### src/rtl/sync_rx_pkg.sv
package sync_rx_pkg;

  localparam int unsigned MIN_CHAR_BITS = 5;

  localparam logic [2:0] PAR_NONE = 3'd0;
  localparam logic [2:0] PAR_EVEN = 3'd1;
  localparam logic [2:0] PAR_ODD  = 3'd2;
  localparam logic [2:0] PAR_ZERO = 3'd3;
  localparam logic [2:0] PAR_ONE  = 3'd4;

  typedef enum logic [2:0] {
    ST_IDLE  = 3'd0,
    ST_DATA  = 3'd1,
    ST_PAR   = 3'd2,
    ST_STOP1 = 3'd3,
    ST_STOP2 = 3'd4
  } rx_state_e;

  typedef struct packed {
    logic par_bad;
    logic frm_bad;
  } rx_flags_t;

  function automatic logic par_active(input logic [2:0] mode);
    return (mode == PAR_EVEN) || (mode == PAR_ODD) ||
           (mode == PAR_ZERO) || (mode == PAR_ONE);
  endfunction

endpackage

### src/rtl/bit_strobe_gen.sv
module bit_strobe_gen #(
  parameter int unsigned SYNC_STAGES = 2
) (
  input  logic clk_i,
  input  logic rst_ni,
  input  logic bit_clk_i,
  input  logic ser_i,
  output logic smp_en_o,
  output logic ser_s_o
);

  logic [SYNC_STAGES:0]   bclk_q, bclk_d;
  logic [SYNC_STAGES-1:0] ser_q, ser_d;

  always_comb begin
    bclk_d = {bclk_q[SYNC_STAGES-1:0], bit_clk_i};
    ser_d  = {ser_q[SYNC_STAGES-2:0], ser_i};
  end

  always_ff @(posedge clk_i or negedge rst_ni) begin
    if (!rst_ni) begin
      bclk_q <= '0;
      ser_q  <= '1;
    end else begin
      bclk_q <= bclk_d;
      ser_q  <= ser_d;
    end
  end

  assign smp_en_o = bclk_q[SYNC_STAGES-1] & ~bclk_q[SYNC_STAGES];
  assign ser_s_o  = ser_q[SYNC_STAGES-1];

  assert_strobe_single_R1: assert property (@(posedge clk_i) disable iff (!rst_ni)
    smp_en_o |=> !smp_en_o);

endmodule

### src/rtl/rx_frame_fsm.sv
module rx_frame_fsm
  import sync_rx_pkg::*;
#(
  parameter int unsigned MAX_BITS = 9,
  parameter int unsigned CNT_W    = $clog2(MAX_BITS + 1)
) (
  input  logic                clk_i,
  input  logic                rst_ni,
  input  logic                smp_en_i,
  input  logic                ser_i,
  input  logic [CNT_W-1:0]    cfg_len_i,
  input  logic [2:0]          cfg_par_i,
  input  logic                cfg_two_stop_i,
  output logic                done_o,
  output logic [MAX_BITS-1:0] data_o,
  output rx_flags_t           flags_o
);

  localparam logic [CNT_W-1:0] LEN_MIN = CNT_W'(MIN_CHAR_BITS);
  localparam logic [CNT_W-1:0] LEN_MAX = CNT_W'(MAX_BITS);

  rx_state_e             state_q, state_d;
  logic [CNT_W-1:0]      cnt_q, cnt_d;
  logic [CNT_W-1:0]      last_q, last_d;
  logic [2:0]            mode_q, mode_d;
  logic                  two_q, two_d;
  logic [MAX_BITS-1:0]   shr_q, shr_d;
  logic                  acc_q, acc_d;
  logic                  pbad_q, pbad_d;
  logic                  fbad_q, fbad_d;
  logic                  done_q, done_d;
  logic [CNT_W-1:0]      len_eff;
  logic                  par_exp;

  always_comb begin
    if (cfg_len_i < LEN_MIN)      len_eff = LEN_MIN;
    else if (cfg_len_i > LEN_MAX) len_eff = LEN_MAX;
    else                          len_eff = cfg_len_i;
  end

  always_comb begin
    case (mode_q)
      PAR_EVEN: par_exp = acc_q;
      PAR_ODD:  par_exp = ~acc_q;
      PAR_ONE:  par_exp = 1'b1;
      default:  par_exp = 1'b0;
    endcase
  end

  always_comb begin
    state_d = state_q;
    cnt_d   = cnt_q;
    last_d  = last_q;
    mode_d  = mode_q;
    two_d   = two_q;
    shr_d   = shr_q;
    acc_d   = acc_q;
    pbad_d  = pbad_q;
    fbad_d  = fbad_q;
    done_d  = 1'b0;
    if (smp_en_i) begin
      unique case (state_q)
        ST_IDLE: begin
          if (!ser_i) begin
            state_d = ST_DATA;
            cnt_d   = '0;
            last_d  = len_eff - 1'b1;
            mode_d  = cfg_par_i;
            two_d   = cfg_two_stop_i;
            shr_d   = '0;
            acc_d   = 1'b0;
            pbad_d  = 1'b0;
            fbad_d  = 1'b0;
          end
        end
        ST_DATA: begin
          for (int i = 0; i < MAX_BITS; i++) begin
            if (cnt_q == CNT_W'(i)) shr_d[i] = ser_i;
          end
          acc_d = acc_q ^ ser_i;
          if (cnt_q == last_q) begin
            state_d = par_active(mode_q) ? ST_PAR : ST_STOP1;
          end else begin
            cnt_d = cnt_q + 1'b1;
          end
        end
        ST_PAR: begin
          pbad_d  = (ser_i != par_exp);
          state_d = ST_STOP1;
        end
        ST_STOP1: begin
          fbad_d = ~ser_i;
          if (two_q) begin
            state_d = ST_STOP2;
          end else begin
            state_d = ST_IDLE;
            done_d  = 1'b1;
          end
        end
        ST_STOP2: begin
          fbad_d  = fbad_q | ~ser_i;
          state_d = ST_IDLE;
          done_d  = 1'b1;
        end
        default: state_d = ST_IDLE;
      endcase
    end
  end

  always_ff @(posedge clk_i or negedge rst_ni) begin
    if (!rst_ni) begin
      state_q <= ST_IDLE;
      cnt_q   <= '0;
      last_q  <= '0;
      mode_q  <= PAR_NONE;
      two_q   <= 1'b0;
      shr_q   <= '0;
      acc_q   <= 1'b0;
      pbad_q  <= 1'b0;
      fbad_q  <= 1'b0;
      done_q  <= 1'b0;
    end else begin
      state_q <= state_d;
      cnt_q   <= cnt_d;
      last_q  <= last_d;
      mode_q  <= mode_d;
      two_q   <= two_d;
      shr_q   <= shr_d;
      acc_q   <= acc_d;
      pbad_q  <= pbad_d;
      fbad_q  <= fbad_d;
      done_q  <= done_d;
    end
  end

  assign done_o          = done_q;
  assign data_o          = shr_q;
  assign flags_o.par_bad = pbad_q;
  assign flags_o.frm_bad = fbad_q;

  assert_state_hold_R1: assert property (@(posedge clk_i) disable iff (!rst_ni)
    !smp_en_i |=> $stable(state_q));

  assert_start_detect_R2: assert property (@(posedge clk_i) disable iff (!rst_ni)
    (state_q == ST_IDLE && smp_en_i && !ser_i) |=> (state_q == ST_DATA));

  assert_done_idle_R4: assert property (@(posedge clk_i) disable iff (!rst_ni)
    done_o |-> (state_q == ST_IDLE));

  assert_len_bound_R3: assert property (@(posedge clk_i) disable iff (!rst_ni)
    (state_q == ST_DATA) |-> (cnt_q <= last_q && last_q < LEN_MAX));

endmodule

### src/rtl/rx_hold_status.sv
module rx_hold_status
  import sync_rx_pkg::*;
#(
  parameter int unsigned MAX_BITS = 9
) (
  input  logic                clk_i,
  input  logic                rst_ni,
  input  logic                done_i,
  input  logic [MAX_BITS-1:0] data_i,
  input  rx_flags_t           flags_i,
  input  logic                hold_rd_i,
  input  logic                clr_sta_i,
  output logic [MAX_BITS-1:0] hold_o,
  output logic                rdy_o,
  output logic                ovr_o,
  output logic                perr_o,
  output logic                ferr_o
);

  logic [MAX_BITS-1:0] hold_q, hold_d;
  logic rdy_q, rdy_d, ovr_q, ovr_d, perr_q, perr_d, ferr_q, ferr_d;

  always_comb begin
    hold_d = hold_q;
    rdy_d  = rdy_q;
    ovr_d  = ovr_q;
    perr_d = perr_q;
    ferr_d = ferr_q;
    if (clr_sta_i) begin
      ovr_d  = 1'b0;
      perr_d = 1'b0;
      ferr_d = 1'b0;
    end
    if (hold_rd_i) rdy_d = 1'b0;
    if (done_i) begin
      hold_d = data_i;
      rdy_d  = 1'b1;
      if (rdy_q && !hold_rd_i) ovr_d = 1'b1;
      if (flags_i.par_bad)     perr_d = 1'b1;
      if (flags_i.frm_bad)     ferr_d = 1'b1;
    end
  end

  always_ff @(posedge clk_i or negedge rst_ni) begin
    if (!rst_ni) begin
      hold_q <= '0;
      rdy_q  <= 1'b0;
      ovr_q  <= 1'b0;
      perr_q <= 1'b0;
      ferr_q <= 1'b0;
    end else begin
      hold_q <= hold_d;
      rdy_q  <= rdy_d;
      ovr_q  <= ovr_d;
      perr_q <= perr_d;
      ferr_q <= ferr_d;
    end
  end

  assign hold_o = hold_q;
  assign rdy_o  = rdy_q;
  assign ovr_o  = ovr_q;
  assign perr_o = perr_q;
  assign ferr_o = ferr_q;

  assert_done_loads_R4: assert property (@(posedge clk_i) disable iff (!rst_ni)
    done_i |=> (rdy_o && hold_o == $past(data_i)));

  assert_read_clears_R5: assert property (@(posedge clk_i) disable iff (!rst_ni)
    (hold_rd_i && !done_i) |=> !rdy_o);

  assert_overrun_set_R6: assert property (@(posedge clk_i) disable iff (!rst_ni)
    (done_i && rdy_o && !hold_rd_i) |=> ovr_o);

  assert_sticky_ovr_R7: assert property (@(posedge clk_i) disable iff (!rst_ni)
    (ovr_o && !clr_sta_i) |=> ovr_o);

  assert_sticky_err_R7: assert property (@(posedge clk_i) disable iff (!rst_ni)
    (!clr_sta_i && (perr_o || ferr_o)) |=> (perr_o >= $past(perr_o) && ferr_o >= $past(ferr_o)));

  assert_clear_R7: assert property (@(posedge clk_i) disable iff (!rst_ni)
    (clr_sta_i && !done_i) |=> (!ovr_o && !perr_o && !ferr_o));

endmodule

### src/rtl/sync_char_rx.sv
module sync_char_rx
  import sync_rx_pkg::*;
#(
  parameter int unsigned MAX_BITS    = 9,
  parameter int unsigned SYNC_STAGES = 2,
  localparam int unsigned CNT_W      = $clog2(MAX_BITS + 1)
) (
  input  logic                clk_i,
  input  logic                rst_ni,
  input  logic                bit_clk_i,
  input  logic                ser_i,
  input  logic [CNT_W-1:0]    cfg_len_i,
  input  logic [2:0]          cfg_par_i,
  input  logic                cfg_two_stop_i,
  input  logic                hold_rd_i,
  input  logic                ctrl_wr_i,
  input  logic                ctrl_clr_sta_i,
  output logic [MAX_BITS-1:0] hold_data_o,
  output logic                rdy_o,
  output logic                ovr_o,
  output logic                par_err_o,
  output logic                frm_err_o
);

  logic                smp_en;
  logic                ser_s;
  logic                done;
  logic [MAX_BITS-1:0] char_data;
  rx_flags_t           char_flags;
  logic                clr_sta;

  assign clr_sta = ctrl_wr_i & ctrl_clr_sta_i;

  bit_strobe_gen #(.SYNC_STAGES(SYNC_STAGES)) u_strobe (
    .clk_i     (clk_i),
    .rst_ni    (rst_ni),
    .bit_clk_i (bit_clk_i),
    .ser_i     (ser_i),
    .smp_en_o  (smp_en),
    .ser_s_o   (ser_s)
  );

  rx_frame_fsm #(.MAX_BITS(MAX_BITS), .CNT_W(CNT_W)) u_fsm (
    .clk_i          (clk_i),
    .rst_ni         (rst_ni),
    .smp_en_i       (smp_en),
    .ser_i          (ser_s),
    .cfg_len_i      (cfg_len_i),
    .cfg_par_i      (cfg_par_i),
    .cfg_two_stop_i (cfg_two_stop_i),
    .done_o         (done),
    .data_o         (char_data),
    .flags_o        (char_flags)
  );

  rx_hold_status #(.MAX_BITS(MAX_BITS)) u_status (
    .clk_i     (clk_i),
    .rst_ni    (rst_ni),
    .done_i    (done),
    .data_i    (char_data),
    .flags_i   (char_flags),
    .hold_rd_i (hold_rd_i),
    .clr_sta_i (clr_sta),
    .hold_o    (hold_data_o),
    .rdy_o     (rdy_o),
    .ovr_o     (ovr_o),
    .perr_o    (par_err_o),
    .ferr_o    (frm_err_o)
  );

  assert_ctrl_noclr_R7: assert property (@(posedge clk_i) disable iff (!rst_ni)
    (ctrl_wr_i && !ctrl_clr_sta_i && ovr_o) |=> ovr_o);

endmodule

### config.mk
export PLATFORM = sky130hd
export DESIGN_NAME = sync_char_rx
export DESIGN_NICKNAME = d
export VERILOG_FILES = /design/src/rtl/sync_rx_pkg.sv /design/src/rtl/bit_strobe_gen.sv /design/src/rtl/rx_frame_fsm.sv /design/src/rtl/rx_hold_status.sv /design/src/rtl/sync_char_rx.sv
export SDC_FILE = /design/constraint.sdc
export NUM_CORES = 1
export LEC_CHECK = 0
export BUFFER_PORTS_ARGS = -buffer_cell sky130_fd_sc_hd__buf_2
export CAP_MARGIN = 40
export CORE_ASPECT_RATIO = 2
export CORE_MARGIN = 2
export CORE_UTILIZATION = 55
export CTS_CLUSTER_SIZE = 12
export DETAILED_ROUTE_END_ITERATION = 7
export GPL_ROUTABILITY_DRIVEN = 0
export GPL_TIMING_DRIVEN = 0
export MAX_ROUTING_LAYER = met4
export PLACE_DENSITY = 0.76
export SETUP_SLACK_MARGIN = 0.2
export SLEW_MARGIN = 20
export SYNTH_ARGS = -nofsm -noshare
export SYNTH_HDL_FRONTEND = slang
export SYNTH_SLANG_ARGS = --single-unit
export TNS_END_PERCENT = 1
### constraint.sdc
create_clock -name clk_i -period 2.6 [get_ports clk_i]
set_input_delay 0.78 -clock clk_i [delete_from_list [all_inputs] [get_ports clk_i]]
set_output_delay 0.78 -clock clk_i [all_outputs]
set_load 0.05 [all_outputs]
==> results_dict.tcl, run 1 <==
set metrics [dict create \
    status "completed" \
    cp.arrival_ps 2400 \
    cts_buffers 5 \
    die_w_um 48.50 \
    startpoint_type "register" \
    synthFlopType "dfrtp_1" \
    crit_type "reg2reg" \
    die-area_mm2 0.004511 \
    synth_commonest_cells "44 x dfrtp_1, 29 x nand2_1, 12 x mux2_2" \
    antenna_found_initial 0 \
    synth_area_per_cell_um2 11.23 \
    grt_max_degree 34 \
    ios 28 \
    grt_pass1_wl_mm 7.017 \
    drive_gt1_share_pct 26.41 \
    synth_seq_area_share_pct 52.96 \
    rows 32 \
    cts.sinks 46 \
    drt-wirelength-per-cell_um 13.90 \
    max_cap_violations 0 \
    grt_pass1_vias 1564 \
    synth.distinct_cells 45 \
    ir_drop_mv 0.5683 \
    finalSetupTns_ps 0 \
    dr_total_vias 1528 \
    r2r_setup_slack_ps 360 \
    grt_overflow_total 0 \
    rsz0062_at_grt "no" \
    tightestPinTransition_ps 725.3 \
    dp_hpwl_mm 2.960 \
    synth.most_common_cell "dfrtp_1" \
    postSynthCellCount 194 \
    rr_worst_depth 6 \
    synth_area_mm2 0.002178 \
    post-place-ws_ps 357.7 \
    relSlewSlack_pct 51.20 \
    yosys-top-cells-area "dfrtp_1 51%, mux2_2 6.2%, mux2i_1 5.1%" \
    root_buffer "clkbuf_8" \
    drc 0 \
    fin_crit_ps 2237 \
    finalSetupViolCount 0 \
    leakagePower_nw 1.275 \
    cp_max_fo 9 \
    diodes 0 \
    power_density_mw_per_mm2 931.8 \
    synth_top_area_cell "dfrtp_1" \
    crit-reg2reg-launch "u_fsm.state_q[1]" \
    hold_path_startpoint "u_strobe.bclk_q[0]" \
    htreeDepth 2 \
    ys_seq_elements 46 \
    setup.worst_path.end_class "register" \
    synth_enable_flop_cells 0 \
    ant_nets 0 \
    area.growth.synth_to_final_pct 14.76 \
    hold_path_end "u_strobe.bclk_q[1]" \
    r2r_end "u_fsm.data_o[2]" \
    fmax_mhz 447.0 \
    drt_pass1_iterations 4 \
    synth_top_area_share_pct 50.55 \
    synth_fp_nets 214 \
    start_util_pct 56.67 \
    track_usage_pct 20.74 \
    min_delay_path_depth 0 \
    cts_buffer_depth 2 \
    clk_pin_slew_worst_paths_ps 80 \
    avgViaCountPerCell 5.418 \
    die_h_um 93 \
    async_flop_share_pct 100.0 \
    finalCritPeriodShare_pct 86.04 \
    nFillCells 336 \
    min_path_type "reg2reg" \
    port_buffers 27 \
    fin_skew_ps 5.362 \
    drv_slew 0 \
    design.core.area_mm2 0.003844 \
    fin_util_pct 65.04 \
    cp.required_ps 2770 \
    fin_ws_ps 363.1 \
    yosys_warnings 0 \
    cts_tree "yes" \
    drt_iter0_drc 11 \
    cts_setup_buffers 0 \
    hold_viol 0 \
    clkLatencyLatePin_ps 300 \
    drt-total-wl_mm 3.919 \
    nNetsFinal 250 \
]
-- sequential cells by signal (all words and copies together), names as in the netlist, 2 cells and up --
name,cells
u_strobe.bclk_q,3
u_status.hold_o,9
u_fsm.cnt_q,4
u_fsm.last_q,4
u_fsm.state_q,3
u_fsm.data_o,9
u_fsm.mode_q,3
u_strobe.ser_q,2
-- routing by layer --
metal | GRT usage [%] | vias to the layer above | share of wire, %
met3 | 3.355 | 12 | 3.2
met1 | 21.85 | 737 | 39
met2 | 37.50 | 31 | 54
met5 | - | - | 0
met4 | 9.762 | 0 | 3.5
li1 | - | 748 | -
-- layout make-up --
cell class | instances | area [µm²] | area share (%)
Sequential cell | 46 | 1154 | 46.15
Multi-Input combinational cell | 131 | 932.1 | 37.29
Timing Repair Buffer | 29 | 160.2 | 6.406
Clock buffer | 7 | 86.33 | 3.453
Buffer | 11 | 76.32 | 3.053
Tap cell | 51 | 63.81 | 2.553
Inverter | 6 | 22.52 | 0.9009
Clock inverter | 1 | 5.005 | 0.2002
-- cells by family after synthesis --
kind of cell,Yosys count,share of synthesized area (%)
simple gates,65,15.39
fa+ha+maj,5,2.872
compound gates,30,9.191
mux,25,12.64
flops,46,52.96
xor+xnor,6,2.412
buf+inv,17,4.537
-- through the flow --
step / total power [mW] / instance area, µm² / instances / hold slack (ps)
3_3_place_gp: 1.862 / 2377 / 272 / 334.2
4_1_cts: 2.341 / 2489 / 281 / 360.1
5_1_grt: 2.509 / 2500 / 282 / 368.2
2_1_floorplan: 1.688 / 2178 / 194 / 331.2
3_5_place_dp: 1.897 / 2397 / 273 / 340.5
6_report: 2.329 / 2500 / 282 / 356.3
-- where the power goes --
group	leakage, nW	switching (mW)	total (mW)	internal, mW
Combinational	0.630	0.481	0.831	0.351
Clock	0.0482	0.223	0.438	0.214
Sequential	0.597	0.152	1.06	0.908
Total	1.27	0.856	2.33	1.47
-- cells in the final DEF (no fill, tap or decap), types with 3 or more instances in the layout --
cell type,synthesis,final
dfrtp_1,44,44
nand2_1,29,29
buf_2,1,28
mux2_2,12,12
mux2i_1,11,11
o21ai_0,9,9
nor2_1,7,7
inv_1,6,6
clkbuf_1,5,6
clkbuf_8,0,6
a21oi_1,5,5
xor2_1,5,5
ha_1,5,5
nand2b_1,3,3
buf_6,3,3
nor3_1,3,3
a22o_1,3,3
nor2b_1,3,3
or3_1,3,3
a211oi_1,3,3
-- worst max path at each step --
stage	from	endpoint	slack (ps)	cells past startpoint
after global routing	u_fsm.state_q[1]	u_fsm.mode_q[1]	310	7
final	u_fsm.state_q[1]	u_fsm.data_o[2]	360	6
after floorplan	u_fsm.state_q[1]	u_fsm.last_q[0]	480	7
after CTS	u_fsm.state_q[1]	u_fsm.data_o[6]	330	6
after detailed placement	u_fsm.state_q[1]	u_fsm.data_o[6]	360	6
after global placement	u_fsm.state_q[1]	u_fsm.data_o[6]	360	6
-- repair_timing --
action                                  4_1_cts  5_1_grt
resized for setup                             0        1
hold buffers                                  0        0
endpoints found under the setup margin        0        2
-- critical path: stages, from the launching register on --
cell,delay (ps)
dfrtp_1,380
buf_6,130
or4b_4,530
buf_6,150
nor4_1,600
nand2_1,170
mux2i_1,150
Power figures use the tool's default switching activity.
==> run 2: changes to the inputs <==
- ABC_AREA: not set -> 1
- clock period: 2.6 -> 2.76 ns (I/O delays scaled with it)
==> results_dict.tcl, run 2 <==
set metrics [dict create \
    status "completed" \
    rows 33 \
    cts.sinks 46 \
    fin_ws_ps 1013 \
    yosys_warnings 0 \
    worst-path-buf-inv 1 \
    startpoint_type "register" \
    grt_overflow_total 0 \
    design.core.area_mm2 0.004088 \
    die_h_um 96.02 \
    grt_pass1_wl_mm 7.376 \
    fin_cells 363 \
    diodes 0 \
    drc 0 \
    async_flop_share_pct 100.0 \
    yosys-top-cells-area "dfrtp_1 47%, nand2_1 16%, o21ai_1 3.4%" \
    synth_area_mm2 0.002328 \
    die_w_um 50.01 \
    post-place-ws_ps 899.1 \
    leakagePower_nw 1.385 \
    synth_top_area_share_pct 47.29 \
    cts_hold_buf 0 \
    totalPowerFinal_mw 2.320 \
    finalCritPeriodShare_pct 63.30 \
    cp_top_family "flip-flops" \
    clk_pin_slew_worst_paths_ps 80 \
    max_cap_violations 0 \
    ant_nets 0 \
    root_buffer "clkbuf_8" \
    synth.distinct_cells 33 \
    drv_slew 0 \
    clkLatencyLatePin_ps 300 \
    synth.most_common_cell "nand2_1" \
    final_common_cell "nand2_1" \
    synthFlopType "dfrtp_1" \
    fmax_mhz 572.4 \
    drt_pass1_iterations 4 \
    nFillCells 382 \
    setup.worst_path.end_class "output port" \
    synth_area_per_cell_um2 8.467 \
    hold_path_startpoint "u_strobe.ser_q[0]" \
    relSlewSlack_pct 70.76 \
    cp.required_ps 1930 \
    drt-wirelength-per-cell_um 11.80 \
    synth_fp_nets 295 \
    crit-reg2reg-launch "u_fsm.cnt_q[1]" \
    cts_buffer_depth 2 \
    fin_skew_ps 4.286 \
    min_path_type "reg2reg" \
    regArea_mm2 0.001154 \
    dr_total_vias 1848 \
    synth_top_area_cell "dfrtp_1" \
    die-area_mm2 0.004802 \
    cts_setup_buffers 0 \
    place_area_mm2 0.002549 \
    drive_gt1_share_pct 23.47 \
    cp.arrival_ps 920 \
    htreeDepth 2 \
    crit_type "reg2out" \
    grt_pass1_vias 1731 \
    tightestPinTransition_ps 438.6 \
    area.growth.synth_to_final_pct 13.06 \
    synth_seq_area_share_pct 49.54 \
    slowest_stage "dfrtp_1" \
    dp_hpwl_mm 3.365 \
    track_usage_pct 21.18 \
    dp_cells 355 \
    finalSetupViolCount 0 \
    avgViaCountPerCell 5.091 \
    fin_area_mm2 0.002633 \
    nNetsFinal 330 \
    crit_chain "buf_2" \
    antenna_found_initial 0 \
    ys_seq_elements 46 \
    multiInputGateArea_mm2 0.001006 \
    rsz0062_at_grt "no" \
    grt_max_degree 33 \
    cts_tree "yes" \
    finalSetupTns_ps 0 \
    cts_buffers 5 \
    synth_commonest_cells "100 x nand2_1, 44 x dfrtp_1, 19 x inv_1" \
    worst_path_largest_cell_delay_ps 350 \
    start_util_pct 56.96 \
    fin_crit_ps 1747 \
    ir_drop_mv 0.6634 \
    cp_max_fo 2 \
    ios 28 \
    synth_enable_flop_cells 0 \
    hold_viol 0 \
    power_density_mw_per_mm2 881.3 \
    drt_iter0_drc 31 \
    port_buffers 27 \
    cp-startpoint "u_status.ovr_o" \
    post_cts_resize_count 0 \
    drt-total-wl_mm 4.282 \
    postSynthCellCount 275 \
    final_cell_mix "100 x nand2_1, 44 x dfrtp_1, 27 x buf_2" \
]
-- run 2: layer usage --
layer	part of all wire (%)	up-vias	routed length, µm	GRT usage, %
met5	0	-	0	-
met4	2.7	0	117	11.11
met3	2.7	9	114	3.727
met2	57	26	2431	38.05
met1	38	871	1619	21.39
li1	-	942	-	-
-- run 2: final timing paths --
| kind | endpoint | slack (ps) | cells past startpoint |
|---|---|---|---|
| max in group asynchronous | u_status.hold_o[2] | 1850 | 2 |
| min in group asynchronous | u_status.perr_o | 420 | 1 |
| hold reg to reg | u_strobe.ser_q[1] | 360 | 0 |
| setup reg to reg | u_fsm.state_q[0] | 1330 | 9 |
| hold / removal | u_strobe.ser_q[1] | 360 | 0 |
| setup / recovery | ovr_o | 1010 | 1 |
-- run 2: power by group --
group	switching, mW	internal (mW)
sequential	0.140	0.852
clock	0.215	0.179
combinational	0.620	0.314
-- run 2: layout make-up --
class                   instances  share of cell area, %
clock buffers                   7                  2.899
clock inverters                 1                 0.2852
multi-input cells             194                  38.21
repair buffers                 28                  5.894
inverters                      28                  4.087
flip-flops and latches         46                  43.82
plain buffers                   7                  2.329
well taps                      52                  2.471
-- run 2: worst reg2reg max path: cells and delay by family, from the launching register on --
family | cells | cell delay (ps)
simple gates | 8 | 750
buf+inv | 1 | 120
flops | 1 | 460
-- run 2: metrics by stage --
step / hold slack, ps / util, %
5_1_grt: 361.7 / 64.40
2_1_floorplan: 331.2 / -
3_5_place_dp: 348.8 / 62.35
3_3_place_gp: 335.3 / 61.86
4_1_cts: 360.9 / 64.40
6_report: 358.7 / 64.40
-- run 2: cells by family after synthesis --
logic type               count (synthesis)  share of synthesized area [%]
XOR/XNOR                                 3                          1.129
AND/OR/NAND/NOR                        153                          31.49
flip-flops                              46                          49.54
AO/OA/AOI/OAI                           33                          7.900
buffers and inverters                   35                          7.255
adder cells (fa/ha/maj)                  5                          2.687
==> run 3: changes to the inputs <==
- CORE_UTILIZATION: 55 -> 52
- PLACE_DENSITY: 0.76 -> 0.75
- clock period: 2.76 -> 1.44 ns (I/O delays scaled with it)
==> results_dict.tcl, run 3 (same netlist as run 2, synthesis figures left out) <==
set metrics [dict create \
    status "completed" \
    cts.sinks 46 \
    cts_buffers 5 \
    r2r_setup_slack_ps 120 \
    fin_skew_ps 9.504 \
    drt_iter0_drc 28 \
    fin_cells 374 \
    drc 0 \
    cp.required_ps 1640 \
    rr_worst_depth 9 \
    drv_slew 0 \
    fin_crit_ps 1321 \
    cts_hold_buf 0 \
    r2r_end "u_fsm.state_q[0]" \
    crit-reg2reg-launch "u_fsm.cnt_q[3]" \
    clkLatencyLatePin_ps 300 \
    clk_pin_slew_worst_paths_ps 90 \
    ios 28 \
    grt_pass1_wl_mm 7.962 \
    htreeDepth 2 \
    drive_gt1_share_pct 29.38 \
    hold_viol 0 \
    power_density_mw_per_mm2 1709 \
    cts_tree "yes" \
    grt_pass1_vias 1876 \
    tightestPinTransition_ps 483.9 \
    die-area_mm2 0.005061 \
    grt_overflow_total 0 \
    finalSetupTns_ps 0 \
    start_util_pct 53.66 \
    grt_max_degree 28 \
    final_common_cell "nand2_1" \
    cp.arrival_ps 1520 \
    max_cap_violations 0 \
    crit_type "reg2reg" \
    avgViaCountPerCell 5.051 \
    min_path_type "in2async" \
    fmax_mhz 757.0 \
    finalSetupViolCount 0 \
    die_h_um 98.64 \
    rows 34 \
    ir_drop_mv 1.285 \
    final_cell_mix "96 x nand2_1, 40 x dfrtp_1, 19 x inv_1" \
    relSlewSlack_pct 67.74 \
    finalCritPeriodShare_pct 91.74 \
    drt-total-wl_mm 4.635 \
    startpoint_type "register" \
    area.growth.synth_to_final_pct 22.68 \
    dp_cells 357 \
    finalHoldWorstSlack_ps 74.85 \
    drt_pass1_iterations 4 \
    diodes 0 \
    cp_max_fo 8 \
    antenna_found_initial 0 \
    die_w_um 51.32 \
    nNetsFinal 339 \
    ant_nets 0 \
    rsz0062_at_grt "yes" \
    drt-wirelength-per-cell_um 12.39 \
    leakagePower_nw 1.449 \
    dp_hpwl_mm 3.349 \
    port_buffers 27 \
    dr_total_vias 1889 \
    track_usage_pct 20.94 \
    design.core.area_mm2 0.004339 \
    root_buffer "clkbuf_8" \
    cts_buffer_depth 2 \
    setup.worst_path.end_class "register" \
    nFillCells 399 \
]
==> run 3: through the flow <==
stage / power, mW / area, µm² / worst slack, ps / utilization (%)
6_report: 4.882 / 2856 / 118.9 / 65.83
5_1_grt: 5.225 / 2856 / 59.60 / 65.83
4_1_cts: 4.633 / 2753 / 137.2 / 63.44
3_5_place_dp: 3.704 / 2555 / 55.71 / 58.88
3_3_place_gp: 3.645 / 2535 / 75.02 / 58.42
2_1_floorplan: 3.303 / 2332 / 224.0 / -
==> run 3: cell type report <==
class	count	area [µm²]	share of cell area [%]
multi-input combinational	194	1064	37.23
clock inverter	1	7.507	0.2628
buffer	7	61.31	2.146
sequential	46	1159	40.56
tap	54	67.56	2.365
clock buffer	7	76.32	2.672
timing repair buffer	37	309.0	10.82
inverter	28	112.6	3.942
==> run 3: what timing repair did <==
item                                    4_1_cts  5_1_grt
buffers inserted                              3        6
resized for setup                            32       11
pin swaps                                     1        7
endpoints found under the setup margin       39       41
==> run 3: power by group <==
part	internal [mW]	switching [mW]	total (mW)
registers	1.64	0.267	1.91
clock network	0.344	0.426	0.770
logic	0.831	1.37	2.20
total	2.82	2.06	4.88
==> run 3: routing by layer <==
layer / part of all wire [%] / GRT usage, % / wire length [µm] / up-vias
li1: - / - / - / 958
met1: 36 / 21.66 / 1688 / 885
met5: 0 / - / 0 / -
met4: 3.0 / 8.704 / 138 / 0
met2: 58 / 37.46 / 2668 / 35
met3: 3.0 / 3.939 / 140 / 11
==> run 3: worst max-delay path by stage <==
stage | startpoint | to | cells past startpoint
after floorplan | cfg_len_i[2] | u_fsm.last_q[2] | 8
after global placement | cfg_len_i[3] | u_fsm.last_q[2] | 8
after detailed placement | cfg_len_i[3] | u_fsm.last_q[2] | 8
after CTS | u_status.ovr_o | ovr_o | 1
after global routing | u_fsm.cnt_q[0] | u_fsm.data_o[4] | 7
final | u_fsm.cnt_q[3] | u_fsm.state_q[0] | 9
==> run 3: critical path, stage by stage (launching register included) <==
cell	delay, ps
dfrtp_1	370
buf_4	170
nand2_1	90
nand2_2	70
nor2_4	140
nand2_2	110
nand2_4	120
nand2_2	60
nand2_1	50
nand2_1	50
